`src/rtl/arb_prio_relax_pkg.sv`:
```
package arb_prio_relax_pkg;
  typedef enum logic {
    MODE_WAIT = 1'b0,
    MODE_FREE = 1'b1
  } relax_mode_e;
endpackage

```
`src/rtl/relax_timer.sv`:
```
module relax_timer
  import arb_prio_relax_pkg::*;
#(
  parameter int CW = 8
) (
  input  logic          clk,
  input  logic          rst,
  input  relax_mode_e   mode,
  input  logic          req,
  input  logic          gnt,
  input  logic [CW-1:0] thr,
  output logic          urgent
);
  logic [CW-1:0] tmr;
  logic [CW-1:0] tmr_inc;
  logic          hit;

  assign hit     = (thr != '0) && (tmr >= thr);
  assign urgent  = req && hit;
  assign tmr_inc = (&tmr) ? tmr : tmr + 1'b1;

  always_ff @(posedge clk) begin
    if (rst) begin
      tmr <= '0;
    end else if (gnt) begin
      tmr <= '0;
    end else if (mode == MODE_FREE) begin
      if (hit) tmr <= req ? tmr : '0;
      else     tmr <= tmr_inc;
    end else begin
      if (!req)     tmr <= '0;
      else if (hit) tmr <= tmr;
      else          tmr <= tmr_inc;
    end
  end
endmodule

```
`src/rtl/wrr_group.sv`:
```
module wrr_group #(
  parameter int N  = 4,
  parameter int WW = 4
) (
  input  logic          clk,
  input  logic          rst,
  input  logic [N-1:0]  req,
  input  logic [N-1:0]  urg,
  input  logic [N*WW-1:0] weight,
  input  logic          take,
  output logic          any_req,
  output logic          any_urg,
  output logic [N-1:0]  sel
);
  localparam int IW = (N > 1) ? $clog2(N) : 1;

  logic [IW-1:0] ord [N];
  logic [WW-1:0] cnt [N];
  logic [N-1:0]  cand;
  logic          found;
  logic [IW-1:0] pos;
  logic [IW-1:0] win;
  logic [WW-1:0] wt_sel;
  logic          wrap;

  assign any_req = |req;
  assign any_urg = |urg;
  assign cand    = any_urg ? urg : req;

  always_comb begin
    found = 1'b0;
    pos   = '0;
    for (int k = 0; k < N; k++) begin
      if (!found && cand[ord[k]]) begin
        found = 1'b1;
        pos   = IW'(k);
      end
    end
    win = ord[pos];
    for (int k = 0; k < N; k++) sel[k] = found && (win == IW'(k));
  end

  assign wt_sel = weight[int'(win)*WW +: WW];
  assign wrap   = ({1'b0, cnt[win]} + 1'b1) >=
                  ((wt_sel == '0) ? (WW+1)'(1) : {1'b0, wt_sel});

  always_ff @(posedge clk) begin
    if (rst) begin
      for (int k = 0; k < N; k++) begin
        ord[k] <= IW'(k);
        cnt[k] <= '0;
      end
    end else if (take && found) begin
      if (wrap) begin
        cnt[win] <= '0;
        for (int k = 0; k < N - 1; k++)
          if (IW'(k) >= pos) ord[k] <= ord[k+1];
        ord[N-1] <= win;
      end else begin
        cnt[win] <= cnt[win] + 1'b1;
      end
    end
  end
endmodule

```
`src/rtl/arb_prio_relax.sv`:
```
module arb_prio_relax
  import arb_prio_relax_pkg::*;
#(
  parameter int NPORT = 6,
  parameter int NHI   = 4,
  parameter int CW    = 8,
  parameter int WW    = 4
) (
  input  logic               clk,
  input  logic               rst,
  input  logic [NPORT-1:0]   req,
  input  logic [NPORT*WW-1:0] weight,
  input  logic [NPORT*CW-1:0] relax_thr,
  input  logic               free_run,
  output logic [NPORT-1:0]   gnt,
  output logic               gnt_vld
);
  localparam int NLO = NPORT - NHI;

  relax_mode_e      mode;
  logic [NPORT-1:0] urg;
  logic             hi_any, hi_urg, lo_any, lo_urg;
  logic [NHI-1:0]   hi_sel;
  logic [NLO-1:0]   lo_sel;
  logic             pick_hi, pick_lo;

  assign mode = free_run ? MODE_FREE : MODE_WAIT;

  for (genvar i = 0; i < NPORT; i++) begin : g_tmr
    relax_timer #(.CW(CW)) u_tmr (
      .clk   (clk),
      .rst   (rst),
      .mode  (mode),
      .req   (req[i]),
      .gnt   (gnt[i]),
      .thr   (relax_thr[i*CW +: CW]),
      .urgent(urg[i])
    );
  end

  wrr_group #(.N(NHI), .WW(WW)) u_hi (
    .clk(clk), .rst(rst),
    .req(req[NHI-1:0]), .urg(urg[NHI-1:0]),
    .weight(weight[NHI*WW-1:0]),
    .take(pick_hi && !rst),
    .any_req(hi_any), .any_urg(hi_urg), .sel(hi_sel)
  );

  wrr_group #(.N(NLO), .WW(WW)) u_lo (
    .clk(clk), .rst(rst),
    .req(req[NPORT-1:NHI]), .urg(urg[NPORT-1:NHI]),
    .weight(weight[NPORT*WW-1:NHI*WW]),
    .take(pick_lo && !rst),
    .any_req(lo_any), .any_urg(lo_urg), .sel(lo_sel)
  );

  assign pick_hi = hi_urg || (hi_any && !lo_urg);
  assign pick_lo = !pick_hi && lo_any;

  assign gnt     = rst ? '0 : {(pick_lo ? lo_sel : '0), (pick_hi ? hi_sel : '0)};
  assign gnt_vld = |gnt;
endmodule

```
`config.mk`:
```
export PLATFORM = sky130hd
export DESIGN_NAME = arb_prio_relax
export DESIGN_NICKNAME = d
export VERILOG_FILES = /design/src/rtl/arb_prio_relax_pkg.sv /design/src/rtl/relax_timer.sv /design/src/rtl/wrr_group.sv /design/src/rtl/arb_prio_relax.sv
export SDC_FILE = /design/constraint.sdc
export NUM_CORES = 1
export LEC_CHECK = 0
export CAP_MARGIN = 40
export CORE_AREA = 5 5 110 112
export CTS_CLUSTER_SIZE = 10
export DETAILED_ROUTE_END_ITERATION = 6
export DIE_AREA = 0 0 115 117
export DONT_BUFFER_PORTS = 1
export PLACE_DENSITY = 0.83
export SLEW_MARGIN = 25
export SYNTH_ARGS = -nofsm -noshare
export SYNTH_HDL_FRONTEND = slang
export SYNTH_HIERARCHICAL = 1
export SYNTH_SLANG_ARGS = --single-unit
```
`constraint.sdc`:
```
create_clock -name clk -period 15.91 [get_ports clk]
set_input_delay 3.182 -clock clk [delete_from_list [all_inputs] [get_ports clk]]
set_output_delay 3.182 -clock clk [all_outputs]
set_load 0.02 [all_outputs]
```
**Yosys cells after proc, flatten, opt, wreduce, memory -nomap -nowiden**

Memory sizes are Yosys's and may differ from the RTL's.
Cells that the tools add are included.

- Bits in writable memories: 34
- Register bits after elaboration: 48
- Memories kept: 4
- Bits of input ports: 81
- Output and inout port bits: 7
- Word-level logic and storage cells: 240

Memory list:

| memory | words | width | read ports | clocked after memory_dff | write ports | line | source |
|---|---|---|---|---|---|---|---|
| u_hi.cnt | 4 | 4 | 1 | 0 | 4 | wrr_group.sv:18 | `logic [WW-1:0] cnt [N];` |
| u_hi.ord | 4 | 2 | 5 | 0 | 4 | wrr_group.sv:17 | `logic [IW-1:0] ord [N];` |
| u_lo.cnt | 2 | 4 | 1 | 0 | 2 | wrr_group.sv:18 |  |
| u_lo.ord | 2 | 1 | 3 | 0 | 2 | wrr_group.sv:17 |  |

- Reduce and logical (&&, ||, !) cells: 64
- Multiplexer cells: 118
- $add $sub $neg: 10
- Shift operators: 2
- Equality and inequality tests: 9
- Magnitude comparators: 18
- Bitwise gates (word level): 9

Operator list:

| kind | count |
|---|---|
| $mux W8 | 36 |
| $mux W1 | 60 |
| $add A8 B1 Y8 const B | 6 |
| $ge A8 B8 Y1 | 6 |
| $reduce_and A8 Y1 | 6 |
| $reduce_bool A8 Y1 | 6 |
| $mux W4 | 8 |
| $logic_and A1 B1 Y1 | 28 |
| $mux W2 | 9 |
| $reduce_or A2 Y1 | 8 |
| $reduce_or A4 Y1 | 4 |
| $shiftx A16 B5 Y4 | 1 |
| $lt A2 B3 Y1 const B | 4 |
| $ne A2 B2 Y1 const B | 6 |
| $add A4 B1 Y5 const B | 2 |
| $ge A5 B5 Y1 | 2 |
| $add A4 B1 Y4 const B | 2 |
| $bmux W1 S2 | 4 |
| $logic_not A4 Y1 | 2 |
| $or A1 B1 Y1 | 8 |
| $shiftx A8 B4 Y4 | 1 |
| $logic_not A1 Y1 | 7 |
| $mux W6 | 1 |
| $reduce_or A6 Y1 | 1 |
| 9 further kinds | 12 |

**Longest topological paths before layout**

An unclocked memory read counts as a cell.

- Depth in word-level cells: 29
- Mapped depth: 29
- Mapped depth without buffers: 25

**By module**

The synthesis kept the hierarchy.

By module, submodules not included:

| module | times used | seq. area each (sq um) | cells an instance | area each (sq um) |
|---|---|---|---|---|
| relax_timer | 6 | 160.2 | 81 | 656.9 |
| wrr_group (u_hi) | 1 | 720.7 | 195 | 2,025.7 |
| wrr_group (u_lo) | 1 | 300.3 | 98 | 934.6 |
| arb_prio_relax | 1 | 0.0 | 12 | 92.6 |

**Worst setup path after synthesis**

OpenSTA, ideal clock, no wires.

- Kind: input -> output
- Start: input port relax_thr[8]
- End: output port gnt_vld
- Path buffers: 4
- Stages: 18
- Setup slack: 5.445 ns
- Required time: 12.728 ns
- Arrival time: 7.283 ns
- Path through: ha_1 nand2b_1 a2111oi_1 o32ai_1 buf_2 and2_1 buf_6 nor4b_2 nor2_1 mux4_2 a31oi_1 o22ai_2 buf_6 clkbuf_1 nand2_1 nor2_1 or4_1 a22o_1

- Cells in the longest elaborated chain, start to end: 23
- Elaborated cells between the ends (all ways): 43
- Those cells by class: order compare: 1; eq/ne: 3; mux: 19; reduce/logical: 19; memory: 1

Ends and longest elaborated chain:

| what | line | source |
|---|---|---|
| start, declared | arb_prio_relax.sv:13 | `input logic [NPORT*CW-1:0] relax_thr,` |
| $ge A8 B8 Y1 or $reduce_bool A8 Y1 (tied branches) | relax_timer.sv:18 | `assign hit = (thr != '0) && (tmr >= thr);` |
| $logic_and A1 B1 Y1 (*) | relax_timer.sv:18 |  |
| $logic_and A1 B1 Y1 (*) | relax_timer.sv:19 | `assign urgent = req && hit;` |
| via urg[1] | arb_prio_relax.sv:21 | `logic [NPORT-1:0] urg;` |
| $reduce_or A4 Y1 | wrr_group.sv:27 | `assign any_urg = \|urg;` |
| $mux W4 (*) | wrr_group.sv:28 | `assign cand = any_urg ? urg : req;` |
| $bmux W1 S2 | wrr_group.sv:34 | `if (!found && cand[ord[k]]) begin` |
| $mux W1 (implied by the code) | wrr_group.sv:34 |  |
| [9 not listed] | -- |  |
| $mux W2 | wrr_group.sv:34 |  |
| $mem_v2 Z4 W2 | -- |  |
| $eq A2 B2 Y1 | wrr_group.sv:40 | `for (int k = 0; k < N; k++) sel[k] = found && (win == IW'(k));` |
| $logic_and A1 B1 Y1 (*) | wrr_group.sv:40 |  |
| via hi_sel[2] | arb_prio_relax.sv:23 | `logic [NHI-1:0] hi_sel;` |
| $mux W4 (*) | arb_prio_relax.sv:60 | `assign gnt = rst ? '0 : {(pick_lo ? lo_sel : '0), (pick_hi ? hi_sel : '0)};` |
| $mux W6 (*) | arb_prio_relax.sv:60 |  |
| $reduce_or A6 Y1 (*) | arb_prio_relax.sv:61 | `assign gnt_vld = \|gnt;` |
| end, declared | arb_prio_relax.sv:16 | `output logic gnt_vld` |

Mark *: on every way through the listed nets, which the timed path passes. The rest lies on a longest branch. The select of a mux whose other input is x is not followed.

**Worst setup path after layout**

Ends and elaborated chain as after synthesis.

==> flow_summary.toml <==
[status]
outcome = "finished clean"

[cells_and_area]
fill_cells = 895
final_common_cell = "inv_1"
ff_latch_area_sq_um = 1980
drive_above_1_share_pct = 12.0
finalInstanceArea_sq_um = 7390
multi_input_area_sq_um = 4620
diodes = 0
final_cell_mix = "inv_1, ha_1, dfxtp_1"
nets = 928
area_delta_synth_final_pct = 5.64

[pwr]
p_leak_nw = 2.95
powerDensity_nw_per_um2 = 128
ir_drop_v = 0.000180

[critical_path]
critPathLaunchType = "input port"
path_max_fanout = 17
worstPathCellList = "ha_1 -> nand2b_1 -> a2111oi_1 -> o32ai_1 -> buf_4 -> and2_1 -> nor4b_2 -> nor2_1 -> mux4_2 -> a31oi_1 -> o22ai_2 -> buf_8 -> nand2_1 -> nor2_1 -> or4_1 -> a22o_1"
critPathArrivalTime_ns = 7.59
crit_top_cell = "nor2_1"
critPathRequiredTime_ns = 12.73
slowest_delay_ns = 0.53
cp_top_family = "simple AND/OR/NAND/NOR gates"
endpoint_kind = "output pin"
critPathBufInv = 2
critPathSlowestCell = "or4_1"
critical_path_class = "input port to output pin"

[synth]
yosysUniqueCellTypes = 82
ys_seq_area_share_pct = 28.3
syn_nets = 935
synth_top_flop_cell = "dfxtp_1"
synth_edf_count = 34
async_flop_share_pct = 0
synth.ff_latch_count = 82
yosysWarnings = 6
synthCells = 791
avgSynthCellArea_sq_um = 8.84
netlist_area_sq_um = 6990

[grt]
grt_max_degree = 23
antenna_found_initial = 0
grt_pass1_wl_um = 27500
grt_overflow_total = 0
grtUsageTotal_pct = 24.8
grt_pass1_vias = 6243

[clock_tree]
ctsResizeCount = 0
clk_latency_ns = 0.35
cts_tree = "built"
ctsRootBufferMaster = "clkbuf_16"
ctsHoldBuffers = 0
cts_setup_buffers = 0
clkTransAtPathRegs_ns = 0.06
clockBufferDepth = 2
h-tree-depth = 3
cts.sinks = 82
numCtsBuffers = 9

[hold_path]
hold_path_class = "flip-flop to flip-flop"

[timing]
setup_tns_ns = 0
slew_violations = 0
finalSetupViolCount = 0
max-slew-margin-rel_pct = 54.1
rsz0062_at_grt = "no"
hold_violations = 0
finalHoldWorstSlack_ns = 0.535
finalCritPeriodShare_pct = 67.7
worst_pin_slew_ns = 0.687
fmax_mhz = 92.8
layout_min_cycle_time_ns = 10.77
skew_ns = 0.00629

[floorplan]
fp.dieArea_sq_um = 13500
coreArea_sq_um = 11100
pin_count = 88
dieWidth_um = 115
rows = 39
die_h_um = 117
start_util_pct = 62.9

[route]
antenna_left = 0
vias = 6343
wl_per_cell_um = 18.0
drc = 0
firstDrtPassIters = 6
drtIter0Drc = 521
wirelength_um = 16800
via_per_inst = 6.81

[placement]
port-buffer-count = 0
dp_hpwl_um = 12900
place_area_sq_um = 7100
globalplace.congestion = 0.948

[job]
cap_violations = 0
## tightest hold or removal path, cell delays in order (launching register included)
cell      delay [ns]
dfxtp_1         0.33
o21ai_1         0.08
a211oi_1        0.07
## power breakdown
group / internal (mW) / total (mW) / leakage [nW] / switching [mW]
Combinational: 0.180 / 0.455 / 2.08 / 0.274
Clock: 0.126 / 0.207 / 0.147 / 0.0807
Sequential: 0.261 / 0.286 / 0.728 / 0.0243
Total: 0.568 / 0.947 / 2.95 / 0.379
## area by class of cell
class	instances	area share, %
clock buffers	13	3.40
clock inverters	3	0.542
inverters	69	3.51
multi-input cells	615	62.5
flip-flops and latches	82	26.8
well taps	143	2.42
repair buffers	7	0.813
## flip-flops by register name (all words and copies together), names as in the netlist
signal,cells
u_hi/cnt,16
u_lo/cnt,8
u_hi/ord,8
u_lo/ord,2
g_tmr.u_tmr/tmr,48
## metrics by stage
| stage | instances | power (mW) | util [%] | setup WS [ns] |
|---|---|---|---|---|
| finish | 932 | 0.947 | 66.4 | 5.14 |
| global route | 932 | 1.01 | 66.4 | 4.94 |
| CTS | 932 | 0.943 | 66.4 | 5.17 |
| detailed placement | 916 | 0.735 | 63.8 | 5.19 |
| global placement | 915 | 0.710 | 63.7 | 5.22 |
| floorplan | 791 | 0.651 | - | 5.44 |
## layer usage
metal | track usage [%] | vias to the layer above | part of all wire, %
li1 | - | 3045 | -
met1 | 30.1 | 2996 | 42
met2 | 43.3 | 260 | 50
met3 | 5.30 | 42 | 6.8
met4 | 9.39 | 0 | 2.1
met5 | 0 | - | 0
## cells by family (layout without fill, tap and decap cells)
family,Yosys count,count (layout),share of synthesized area [%]
compound gates,205,205,22.3
xor+xnor,8,8,1.00
fa+ha+maj,63,63,11.3
buf+inv,94,92,5.65
flops,82,82,28.3
mux,30,30,5.35
simple gates,309,309,26.1
## path summary, 6_finish.rpt
check                        start                    end  cells after the start  slack, ns
min          g_tmr[5].u_tmr/tmr[0]  g_tmr[5].u_tmr/tmr[0]                      2       0.53
min reg2reg  g_tmr[5].u_tmr/tmr[0]  g_tmr[5].u_tmr/tmr[0]                      2       0.53
max reg2reg  g_tmr[3].u_tmr/tmr[0]         u_hi/cnt[0][3]                     25       8.85
max                   relax_thr[8]                gnt_vld                     16       5.14
## synthesized netlist by cell type, types with 7 or more instances
| cell type | instances | area share, % |
|---|---|---|
| a211oi_1 | 22 | 2.4 |
| nor2_1 | 43 | 2.3 |
| edfxtp_1 | 34 | 15 |
| nand4_1 | 10 | 0.89 |
| o21a_1 | 7 | 0.75 |
| o22ai_1 | 8 | 0.72 |
| or3_1 | 11 | 0.98 |
| a41o_1 | 7 | 1.0 |
| inv_1 | 69 | 3.7 |
| a31oi_1 | 10 | 0.89 |
| nor3_1 | 35 | 2.5 |
| mux2i_1 | 18 | 2.6 |
| nand3_1 | 43 | 3.1 |
| buf_1 | 8 | 0.43 |
| a21oi_1 | 38 | 2.7 |
| dfxtp_1 | 48 | 14 |
| nand2_1 | 39 | 2.1 |
| o21ai_0 | 19 | 1.4 |
| nor4b_1 | 12 | 1.5 |
| and3_1 | 7 | 0.63 |
| o32ai_1 | 8 | 1.0 |
| a21o_1 | 9 | 0.97 |
| nand2b_1 | 14 | 1.3 |
| ha_1 | 63 | 11 |
| or2_2 | 16 | 1.4 |
| or4_1 | 16 | 1.7 |
| o22ai_2 | 7 | 1.3 |
| nor4_1 | 18 | 1.6 |
| o21ai_1 | 14 | 1.0 |
| and2_1 | 14 | 1.3 |
| buf_2 | 9 | 0.64 |
No activity file was read; power rests on OpenSTA's default activity.
